--- src/rtl/evitem_pkg.sv ---
package evitem_pkg;

    // Fixed by the item format
    localparam int WORD_W    = 32;
    localparam int TS_W      = 48;
    localparam int PAT_W     = 16;
    localparam int ID_W      = 12;
    localparam int MOD_W     = 6;
    localparam int CODE_W    = 4;
    localparam int LOW_TS_W  = 28;
    localparam int HIGH_TS_W = TS_W - LOW_TS_W;
    localparam int NSRC      = 4;
    localparam int SRC_W     = $clog2(NSRC);

    // Source index doubles as priority: lower index wins
    typedef enum logic [SRC_W-1:0] {
        SRC_SYNC = 2'd0,
        SRC_FLOW = 2'd1,
        SRC_GA   = 2'd2,
        SRC_GB   = 2'd3
    } src_e;

    typedef enum logic [CODE_W-1:0] {
        CODE_UNDEF  = 4'd0,
        CODE_PAUSE  = 4'd2,
        CODE_RESUME = 4'd3,
        CODE_SYNC   = 4'd4
    } info_code_e;

    typedef struct packed {
        logic [WORD_W-1:0] head;
        logic [WORD_W-1:0] tail;
    } item_t;

    typedef enum logic [1:0] {
        PH_IDLE = 2'd0,
        PH_HEAD = 2'd1,
        PH_TAIL = 2'd2
    } phase_e;

    function automatic logic [WORD_W-1:0] group_head(
        input logic [ID_W-1:0]  ident,
        input logic [PAT_W-1:0] bits
    );
        return {4'b1100, ident, bits};
    endfunction

    function automatic logic [WORD_W-1:0] info_head(
        input logic [MOD_W-1:0] unit,
        input info_code_e       code,
        input logic [TS_W-1:0]  stamp
    );
        return {2'b10, unit, code, stamp[TS_W-1:LOW_TS_W]};
    endfunction

    function automatic logic [WORD_W-1:0] stamp_tail(
        input logic [TS_W-1:0] stamp
    );
        return {4'b0000, stamp[LOW_TS_W-1:0]};
    endfunction

endpackage

--- src/rtl/evitem_arb.sv ---
module evitem_arb
    import evitem_pkg::*;
#(
    parameter int N     = NSRC,
    localparam int IX_W = (N > 1) ? $clog2(N) : 1
) (
    input  logic [N-1:0]    req,
    input  logic            en,
    output logic [N-1:0]    gnt,
    output logic [IX_W-1:0] idx,
    output logic            any
);

    logic [N:0] blocked;

    assign blocked[0] = ~en;

    genvar gi;
    generate
        for (gi = 0; gi < N; gi++) begin : g_chain
            assign gnt[gi]         = req[gi] & ~blocked[gi];
            assign blocked[gi + 1] = blocked[gi] | req[gi];
        end
    endgenerate

    always_comb begin
        idx = '0;
        for (int i = N - 1; i >= 0; i--) begin
            if (gnt[i]) idx = IX_W'(i);
        end
    end

    assign any = |gnt;

endmodule

--- src/rtl/evitem_track.sv ---
module evitem_track #(
    parameter int TRACK_W = 4
) (
    input  logic               clk,
    input  logic               rst,
    input  logic               cand,
    input  logic [TRACK_W-1:0] tag,
    input  logic               bypass,
    input  logic               take,
    output logic               tag_ok,
    output logic               lost
);

    logic [TRACK_W-1:0] expect_q;
    logic               lost_q;

    assign tag_ok = bypass || (tag == expect_q);
    assign lost   = lost_q;

    always_ff @(posedge clk) begin
        if (rst) begin
            expect_q <= '0;
            lost_q   <= 1'b0;
        end else begin
            if (take) expect_q <= expect_q + 1'b1;
            if (cand && !tag_ok) lost_q <= 1'b1;
        end
    end

endmodule

--- src/rtl/evitem_ser.sv ---
module evitem_ser
    import evitem_pkg::*;
(
    input  logic              clk,
    input  logic              rst,
    input  logic              load,
    input  item_t             item,
    input  logic              out_rdy,
    output logic              out_vld,
    output logic [WORD_W-1:0] out_word,
    output logic              idle
);

    phase_e ph_q;
    item_t  hold_q;

    always_ff @(posedge clk) begin
        if (rst) begin
            ph_q   <= PH_IDLE;
            hold_q <= '0;
        end else begin
            unique case (ph_q)
                PH_IDLE: if (load) begin
                    ph_q   <= PH_HEAD;
                    hold_q <= item;
                end
                PH_HEAD: if (out_rdy) ph_q <= PH_TAIL;
                PH_TAIL: if (out_rdy) ph_q <= PH_IDLE;
                default: ph_q <= PH_IDLE;
            endcase
        end
    end

    assign idle     = (ph_q == PH_IDLE);
    assign out_vld  = !idle;
    assign out_word = (ph_q == PH_TAIL) ? hold_q.tail : hold_q.head;

endmodule

--- src/rtl/evitem_fmt.sv ---
module evitem_fmt
    import evitem_pkg::*;
#(
    parameter int TRACK_W = 4
) (
    input  logic               clk,
    input  logic               rst,
    input  logic               sync_vld,
    output logic               sync_rdy,
    input  logic [47:0]        sync_stamp,
    input  logic [TRACK_W-1:0] sync_tag,
    input  logic               flow_vld,
    output logic               flow_rdy,
    input  logic               flow_resume,
    input  logic [47:0]        flow_stamp,
    input  logic [TRACK_W-1:0] flow_tag,
    input  logic               ga_vld,
    output logic               ga_rdy,
    input  logic [15:0]        ga_bits,
    input  logic [47:0]        ga_stamp,
    input  logic [TRACK_W-1:0] ga_tag,
    input  logic               gb_vld,
    output logic               gb_rdy,
    input  logic [15:0]        gb_bits,
    input  logic [47:0]        gb_stamp,
    input  logic [TRACK_W-1:0] gb_tag,
    input  logic [11:0]        ga_ident,
    input  logic [11:0]        gb_ident,
    input  logic [5:0]         unit_id,
    input  logic               track_bypass,
    output logic               item_vld,
    input  logic               item_rdy,
    output logic [31:0]        item_word,
    output logic               track_lost
);

    logic [NSRC-1:0]              req_v;
    logic [NSRC-1:0]              gnt_v;
    logic [NSRC-1:0][TS_W-1:0]    stamp_v;
    logic [NSRC-1:0][TRACK_W-1:0] tag_v;
    logic [SRC_W-1:0]             gidx;
    logic                         gany;
    logic                         idle;
    logic                         tag_ok;
    logic                         take;
    logic [TS_W-1:0]              sel_stamp;
    item_t                        next_item;

    // index order sets priority
    assign req_v   = {gb_vld, ga_vld, flow_vld, sync_vld};
    assign stamp_v = {gb_stamp, ga_stamp, flow_stamp, sync_stamp};
    assign tag_v   = {gb_tag, ga_tag, flow_tag, sync_tag};

    evitem_arb #(.N(NSRC)) u_arb (
        .req (req_v),
        .en  (idle && !track_lost),
        .gnt (gnt_v),
        .idx (gidx),
        .any (gany)
    );

    evitem_track #(.TRACK_W(TRACK_W)) u_track (
        .clk    (clk),
        .rst    (rst),
        .cand   (gany),
        .tag    (tag_v[gidx]),
        .bypass (track_bypass),
        .take   (take),
        .tag_ok (tag_ok),
        .lost   (track_lost)
    );

    assign take = gany && tag_ok;

    assign sync_rdy = gnt_v[SRC_SYNC] && take;
    assign flow_rdy = gnt_v[SRC_FLOW] && take;
    assign ga_rdy   = gnt_v[SRC_GA]   && take;
    assign gb_rdy   = gnt_v[SRC_GB]   && take;

    assign sel_stamp = stamp_v[gidx];

    always_comb begin
        next_item.tail = stamp_tail(sel_stamp);
        unique case (src_e'(gidx))
            SRC_SYNC: next_item.head = info_head(unit_id, CODE_SYNC, sel_stamp);
            SRC_FLOW: next_item.head = info_head(unit_id,
                          flow_resume ? CODE_RESUME : CODE_PAUSE, sel_stamp);
            SRC_GA:   next_item.head = group_head(ga_ident, ga_bits);
            SRC_GB:   next_item.head = group_head(gb_ident, gb_bits);
            default:  next_item.head = info_head(unit_id, CODE_UNDEF, sel_stamp);
        endcase
    end

    evitem_ser u_ser (
        .clk      (clk),
        .rst      (rst),
        .load     (take),
        .item     (next_item),
        .out_rdy  (item_rdy),
        .out_vld  (item_vld),
        .out_word (item_word),
        .idle     (idle)
    );

endmodule

--- config.mk ---
export PLATFORM = sky130hd
export DESIGN_NAME = evitem_fmt
export DESIGN_NICKNAME = d
export VERILOG_FILES = /design/src/rtl/evitem_pkg.sv /design/src/rtl/evitem_arb.sv /design/src/rtl/evitem_track.sv /design/src/rtl/evitem_ser.sv /design/src/rtl/evitem_fmt.sv
export SDC_FILE = /design/constraint.sdc
export NUM_CORES = 1
export LEC_CHECK = 0
export BUFFER_PORTS_ARGS = -buffer_cell sky130_fd_sc_hd__clkbuf_2
export CAP_MARGIN = 5
export CORE_AREA = 2 2 124 126
export CTS_CLUSTER_SIZE = 16
export DETAILED_ROUTE_END_ITERATION = 8
export DIE_AREA = 0 0 126 128
export PLACE_DENSITY = 0.72
export SLEW_MARGIN = 20
export SYNTH_ARGS = -nofsm -noshare
export SYNTH_HDL_FRONTEND = slang
export SYNTH_SLANG_ARGS = --single-unit
--- constraint.sdc ---
create_clock -name clk -period 4.3 [get_ports clk]
set_input_delay 0.645 -clock clk [delete_from_list [all_inputs] [get_ports clk]]
set_output_delay 0.645 -clock clk [all_outputs]
set_load 0.02 [all_outputs]
* Yosys cells after proc, flatten, opt, wreduce, memory -nomap -nowiden
Cells that the tools add are included.
** Operators by class
- Add/subtract/negate cells :: 1
- Order comparisons :: 1
- Equality and inequality tests :: 9
- Multiplexer cells :: 15
- Bitwise logic cells :: 11
- Reductions and logical operators :: 16
** Operator list (number)
- case mux 32 bit (4 select lines) :: 1
- binary-select mux 48 bit (select 2 bit) :: 1
- two-way mux 48 bit :: 1
- two-way mux 32 bit :: 1
- two-way mux 2 bit :: 7
- binary-select mux 4 bit (select 2 bit) :: 1
- logical AND 1 bit :: 7
- equality test 2 bit, second input constant :: 3
- case mux 2 bit (3 select lines) :: 1
- adder 4 x 1 -> 4 bit, second input constant :: 1
- AND 1 bit :: 4
- equality test 2 x 1 -> 1 bit, second input constant :: 2
- equality test 4 bit :: 1
- logical NOT 2 bit :: 2
- two-way mux 4 bit :: 1
- != test 2 bit, second input constant :: 2
- NOT 1 bit :: 4
- OR reduction 4 bit :: 1
- logical NOT 1 bit :: 3
- < comparator 2 x 3 -> 1 bit, second input constant :: 1
- bitwise OR 1 bit :: 3
- AND reduction 3 bit :: 1
- != test 2 x 1 -> 1 bit, second input constant :: 1
- AND reduction 2 bit :: 1
- other kinds (2) :: 2
** Storage, ports and cells
- Flip-flop bits (word level) :: 67
- Input bits :: 279
- Output and inout bits :: 38

* Depth between registers and ports, before layout
- Depth in word-level cells :: 19
- Gate-level depth with buffers :: 11
- Depth with buffers taken out :: 6

* By module
Synthesis repeated with hierarchy kept, for this count alone.
** Second synthesis, totals
- Cells, all modules :: 463
- Area total of the unflattened synthesis :: 5368.9 um^2
** By module, submodules not included
- evitem_ser :: times used 1, cells each 325, area an instance 3507.1 um^2, seq. area each 1321.3 um^2
- evitem_fmt :: times used 1, cells each 101, area an instance 1544.0 um^2, seq. area each 0.0 um^2
- evitem_track :: times used 1, cells each 24, area an instance 244.0 um^2, seq. area each 100.1 um^2
- evitem_arb :: times used 1, cells each 13, area an instance 73.8 um^2, seq. area each 0.0 um^2

* Worst setup path after synthesis
No wires, ideal clock.
- Path kind :: input to output
- From :: input port gb_vld
- To :: output port gb_rdy
- Arrival time :: 2324 ps
- Data required time :: 3655 ps
- Setup slack :: 1331 ps
- Cell stages on the path :: 9
- Path through :: clkbuf_1 > or3_1 > clkbuf_1 > a21boi_1 > nor4_1 > o22a_1 > buf_4 > a21oi_2 > nor2_1
** On the way
- Cells in the longest elaborated chain, start to end :: 11
- Elaborated cells on any way between the ends :: 12
** Ends and longest elaborated chain
- start, declared :: line evitem_fmt.sv:22 : input logic gb_vld,
- AND 1 bit * :: line evitem_arb.sv:21 : assign gnt[gi] = req[gi] & ~blocked[gi];
- two-way mux 2 bit (4 in series) :: line evitem_arb.sv:29 : if (gnt[i]) idx = IX_W'(i);
- binary-select mux 4 bit (select 2 bit) :: line evitem_fmt.sv:66 : .tag (tag_v[gidx]),
- two-way mux 4 bit (not written as such) :: line evitem_fmt.sv:66
- equality test 4 bit :: line evitem_track.sv:17 : assign tag_ok = bypass || (tag == expect_q);
- logical OR 1 bit :: line evitem_track.sv:17
- logical AND 1 bit :: line evitem_fmt.sv:73 : assign take = gany && tag_ok;
- logical AND 1 bit * :: line evitem_fmt.sv:78 : assign gb_rdy = gnt_v[SRC_GB] && take;
- end, declared :: line evitem_fmt.sv:23 : output logic gb_rdy,
Every way passes the cells marked *; elsewhere a longest branch is shown, timed or not. The select of a mux whose other input is x is not followed.

* Final worst setup path
- From :: register u_ser.ph_q[1]
- To :: output port sync_rdy
** On the way
- Cells in the longest elaborated chain, start to end :: 18
- Elaborated cells on any way between the ends :: 24
** Ends and longest elaborated chain
- start, declared :: line evitem_ser.sv:14 : phase_e ph_q;
- start signal, assigned :: line evitem_ser.sv:19 : ph_q <= PH_IDLE;
- start signal, assigned :: line evitem_ser.sv:24 : ph_q <= PH_HEAD;
- start signal, assigned :: line evitem_ser.sv:27 : PH_HEAD: if (out_rdy) ph_q <= PH_TAIL;
- logical NOT 2 bit * :: line evitem_ser.sv:34 : assign idle = (ph_q == PH_IDLE);
- logical AND 1 bit * :: line evitem_fmt.sv:56 : .en (idle && !track_lost),
- NOT 1 bit :: line evitem_arb.sv:16 : assign blocked[0] = ~en;
- bitwise OR 1 bit (3 in series) :: line evitem_arb.sv:22 : assign blocked[gi + 1] = blocked[gi] | req[gi];
- NOT 1 bit :: line evitem_arb.sv:21
- AND 1 bit :: line evitem_arb.sv:21
- two-way mux 2 bit (4 in series) :: line evitem_arb.sv:29
- binary-select mux 4 bit (select 2 bit) :: line evitem_fmt.sv:66
- two-way mux 4 bit (not written as such) :: line evitem_fmt.sv:66
- equality test 4 bit :: line evitem_track.sv:17
- logical OR 1 bit :: line evitem_track.sv:17
- logical AND 1 bit :: line evitem_fmt.sv:73
- logical AND 1 bit * :: line evitem_fmt.sv:75 : assign sync_rdy = gnt_v[SRC_SYNC] && take;
- end, declared :: line evitem_fmt.sv:9 : output logic sync_rdy,
Marked as above.

==> results.yml <==
pwr:
  power_frac_clock: 0.235
  total_leakage_power_nw: 3.21
  net-switching-power_mw: 1.38
  switching_share: 0.440
  peakVddDrop_v: 0.000258
  internal-power_mw: 1.76
  ratio_of_total_power_to_cell_area_nw_per_um2: 418
  sequentialPowerShare: 0.289
  combinationalPowerShare: 0.476
sta:
  setup_total_negative_slack_ns: 0
  slew_violations: 0
  worst-slew-pin-transition_ns: 1.07
  layout_worst_path_cycle_share: 0.869
  rsz0062_at_grt: "false"
  relSlewSlack: 0.286
  timing.final.setup_violations: 0
  maxClockFrequency_mhz: 268
  hold_viol: 0
  layout_setup_ws_ns: 0.562
  clock-skew-final_ns: 0.00513
  hold-worst-slack_ns: 0.453
  fin_crit_ns: 3.74
floorplan:
  floorplan.initialDensity: 0.393
  dieArea_um2: 16100
  die_height_um: 128
  floorplan.rows: 45
  core-area_um2: 14900
  chipWidth_um: 126
  io-pin-count: 317
grt:
  global_route.overflow_total: 0
  pin_count_of_the_biggest_net_entering_global_routing: 68
  grt_antenna_before_repair: 0
  number_of_global_route_vias_before_repair: 6694
  grt_pass1_wl_um: 35300
  globalRouteTotalUtil: 0.265
hold_path:
  min_delay_worst_endpoint: "u_ser.hold_q[63]"
  hold_depth: 1
  hold_path_class: "reg -> reg"
  worstHoldStart: "u_ser.hold_q[63]"
synth:
  synth-async-reset-ratio: 0
  synth_sequential_area_ratio: 0.230
  combinational_family_with_the_most_area_after_synthesis: "simple AND/OR/NAND/NOR gates"
  synthesis.area_per_instance_um2: 7.61
  synth_cell_type_count: 60
  synthSimpleGateAreaFrac: 0.321
  number_of_flops_mapped_to_enable_cells_by_yosys: 0
  yosys_most_used_dff: "dfxtp_1"
  synth_seq_cells: 67
  synth_warnings: 0
  synth_compound_area_frac: 0.311
  synth_fp_nets: 1047
  post_synth_inst_count: 767
  synth-adder-area-share: 0.00214
  synth_mux_area_frac: 0.0560
  synth-xor-area-share: 0
  synth.cell_area_um2: 5830
placed_design:
  instance_area_after_placement_um2: 7200
  placement.setup.worst_slack_ns: 0.584
  dp_hpwl_um: 15100
  buffer_ports.inserted: 276
  place.gp.congestion: 0.852
setup_path:
  crit_family: "simple AND/OR/NAND/NOR gates"
  worst-endpoint-arrival_ns: 3.09
  critPathLaunchType: "register"
  peak_per_stage_delay_on_the_critical_path_ns: 0.65
  critPathRequiredTime_ns: 3.65
  rr_endpoint: "u_ser.hold_q[62]"
  cp_slowest_cell: "nor4_1"
  timing.rr.start: "u_ser.ph_q[1]"
  crit_path_cell_trace: "or4_1, a21oi_1, nor4_1, o22a_4, a21oi_2, nor2_1, clkbuf_2"
  r2r_cells: 7
  setup.reg_to_reg.worst_slack_ns: 0.93
  crit_path_end_kind: "output pin"
  critical_path_maximum_fanout: 21
  path_buf_inv: 1
  critical_path_class: "reg -> out"
cts:
  tritoncts: "yes"
  clk_latency_ns: 0.33
  cts_max_level: 3
  cts_made_buffers: 9
  cts_hold_repair.buffers: 0
  cts_setup_buffers: 0
  post_cts_resize_count: 0
  clockBufferDepth: 2
  numClockSinks: 67
  root_driver: "clkbuf_16"
  clk_pin_slew_worst_paths_ns: 0.05
detailed_routing:
  detail_route.vias_per_cell: 6.30
  detail_route.iter0.violations: 1000
  dr.pass1.iters: 8
  drc_violations_left: 0
  route.final.wire_length_um: 22400
  ant_nets: 0
  wl_per_cell_um: 19.2
  total_via_count_after_detailed_routing: 7338
job:
  cap_violations: 0
final_layout:
  layout.cells.most_common: "clkbuf_2"
  most_frequent_cells_in_the_layout: "275 x clkbuf_2, 93 x nand2_1, 67 x dfxtp_1, 60 x o21ai_0, 56 x nand3_1"
  ant_diodes: 0
  post_route_cells_drive_above_1_share: 0.375
  nets_final: 1251
  areaGrowthSynthToFinish_pct: 28.3
  fillerInstances: 1464
  final_design_area_no_fill_um2: 7490
  final_cell_utilization_of_the_core: 0.504
run_status:
  run_status: "finished, final reports clean"
[cell usage after synthesis, types with 5 or more instances]
| library cell | count | area, um^2 |
|---|---|---|
| nand3_1 | 56 | 280 |
| mux2_2 | 29 | 327 |
| o311ai_2 | 8 | 130 |
| a31oi_1 | 5 | 31.3 |
| nand2_1 | 94 | 353 |
| and2_1 | 5 | 31.3 |
| a32oi_1 | 55 | 482 |
| nor3b_1 | 54 | 405 |
| buf_2 | 12 | 60.1 |
| nand2b_1 | 13 | 81.3 |
| nand4_1 | 53 | 332 |
| nor4_1 | 5 | 31.3 |
| nor3_1 | 14 | 70.1 |
| clkbuf_1 | 72 | 270 |
| a222oi_1 | 41 | 410 |
| o21ai_0 | 61 | 305 |
| a22oi_1 | 14 | 105 |
| a21oi_1 | 12 | 60.1 |
| dfxtp_1 | 67 | 1340 |
| inv_1 | 7 | 26.3 |
| nor2_1 | 16 | 60.1 |
| buf_4 | 9 | 67.6 |
[through the flow]
stage                     cells  power, mW
after global routing       1164       3.31
after floorplan             767       1.90
final                      1164       3.13
after CTS                  1164       3.12
after global placement     1148       2.37
after detailed placement   1148       2.38
[power groups by stage]
| stage | Clock, mW | Combinational, mW | Sequential, mW |
|---|---|---|---|
| after global placement | 0 | 1.46 | 0.907 |
| after detailed placement | 0 | 1.47 | 0.912 |
| final | 0.735 | 1.49 | 0.907 |
| after floorplan | 0 | 1.04 | 0.863 |
| after CTS | 0.745 | 1.48 | 0.901 |
| after global routing | 0.771 | 1.61 | 0.923 |
[worst max path at each step]
stage | startpoint | end | depth (start not counted)
3_3_place_gp | sync_vld | gb_rdy | 8
3_5_place_dp | sync_vld | sync_rdy | 8
4_1_cts | u_ser.ph_q[1] | sync_rdy | 7
2_1_floorplan | gb_vld | gb_rdy | 9
6_report | u_ser.ph_q[1] | sync_rdy | 7
5_1_grt | u_ser.ph_q[1] | sync_rdy | 7
[logic make-up after synthesis]
group,Yosys count
compound gates,227
fa+ha+maj,1
buf+inv,107
flops,67
mux,29
simple gates,336
[worst register-to-register path: cells and delay by family (launching register included)]
| kind | cells | cell delay [ns] |
|---|---|---|
| DFF | 1 | 0.46 |
| and+or+nand+nor | 3 | 1.47 |
| AOI/OAI and AO/OA | 3 | 0.87 |
| buffers and inverters | 1 | 0.48 |
[registers in the layout, summed over array words and instances (netlist names)]
register and cells:
u_track.expect_q 4, u_ser.ph_q 2, u_track.lost 1, u_ser.hold_q 60
[layout make-up]
| class | instances | area, um^2 | share of cell area |
|---|---|---|---|
| clock buffer | 14 | 254 | 0.0339 |
| clock inverter | 2 | 35.0 | 0.00468 |
| inverter | 8 | 30.0 | 0.00401 |
| multi-input combinational | 593 | 4090 | 0.546 |
| sequential | 67 | 1340 | 0.179 |
| tap | 188 | 235 | 0.0314 |
| timing repair buffer | 292 | 1500 | 0.201 |
[routing by layer]
layer  track usage  part of all wire  vias to the layer above  routed length (um)
met2         0.424              0.47                      398               10500
met1         0.371              0.43                     3431                9570
li1              -                 -                     3474                   -
met4        0.0776             0.021                        0                 480
met3        0.0380             0.083                       35                1860
met5             0                 0                        -                   0
(Power assumes the default switching activity.)
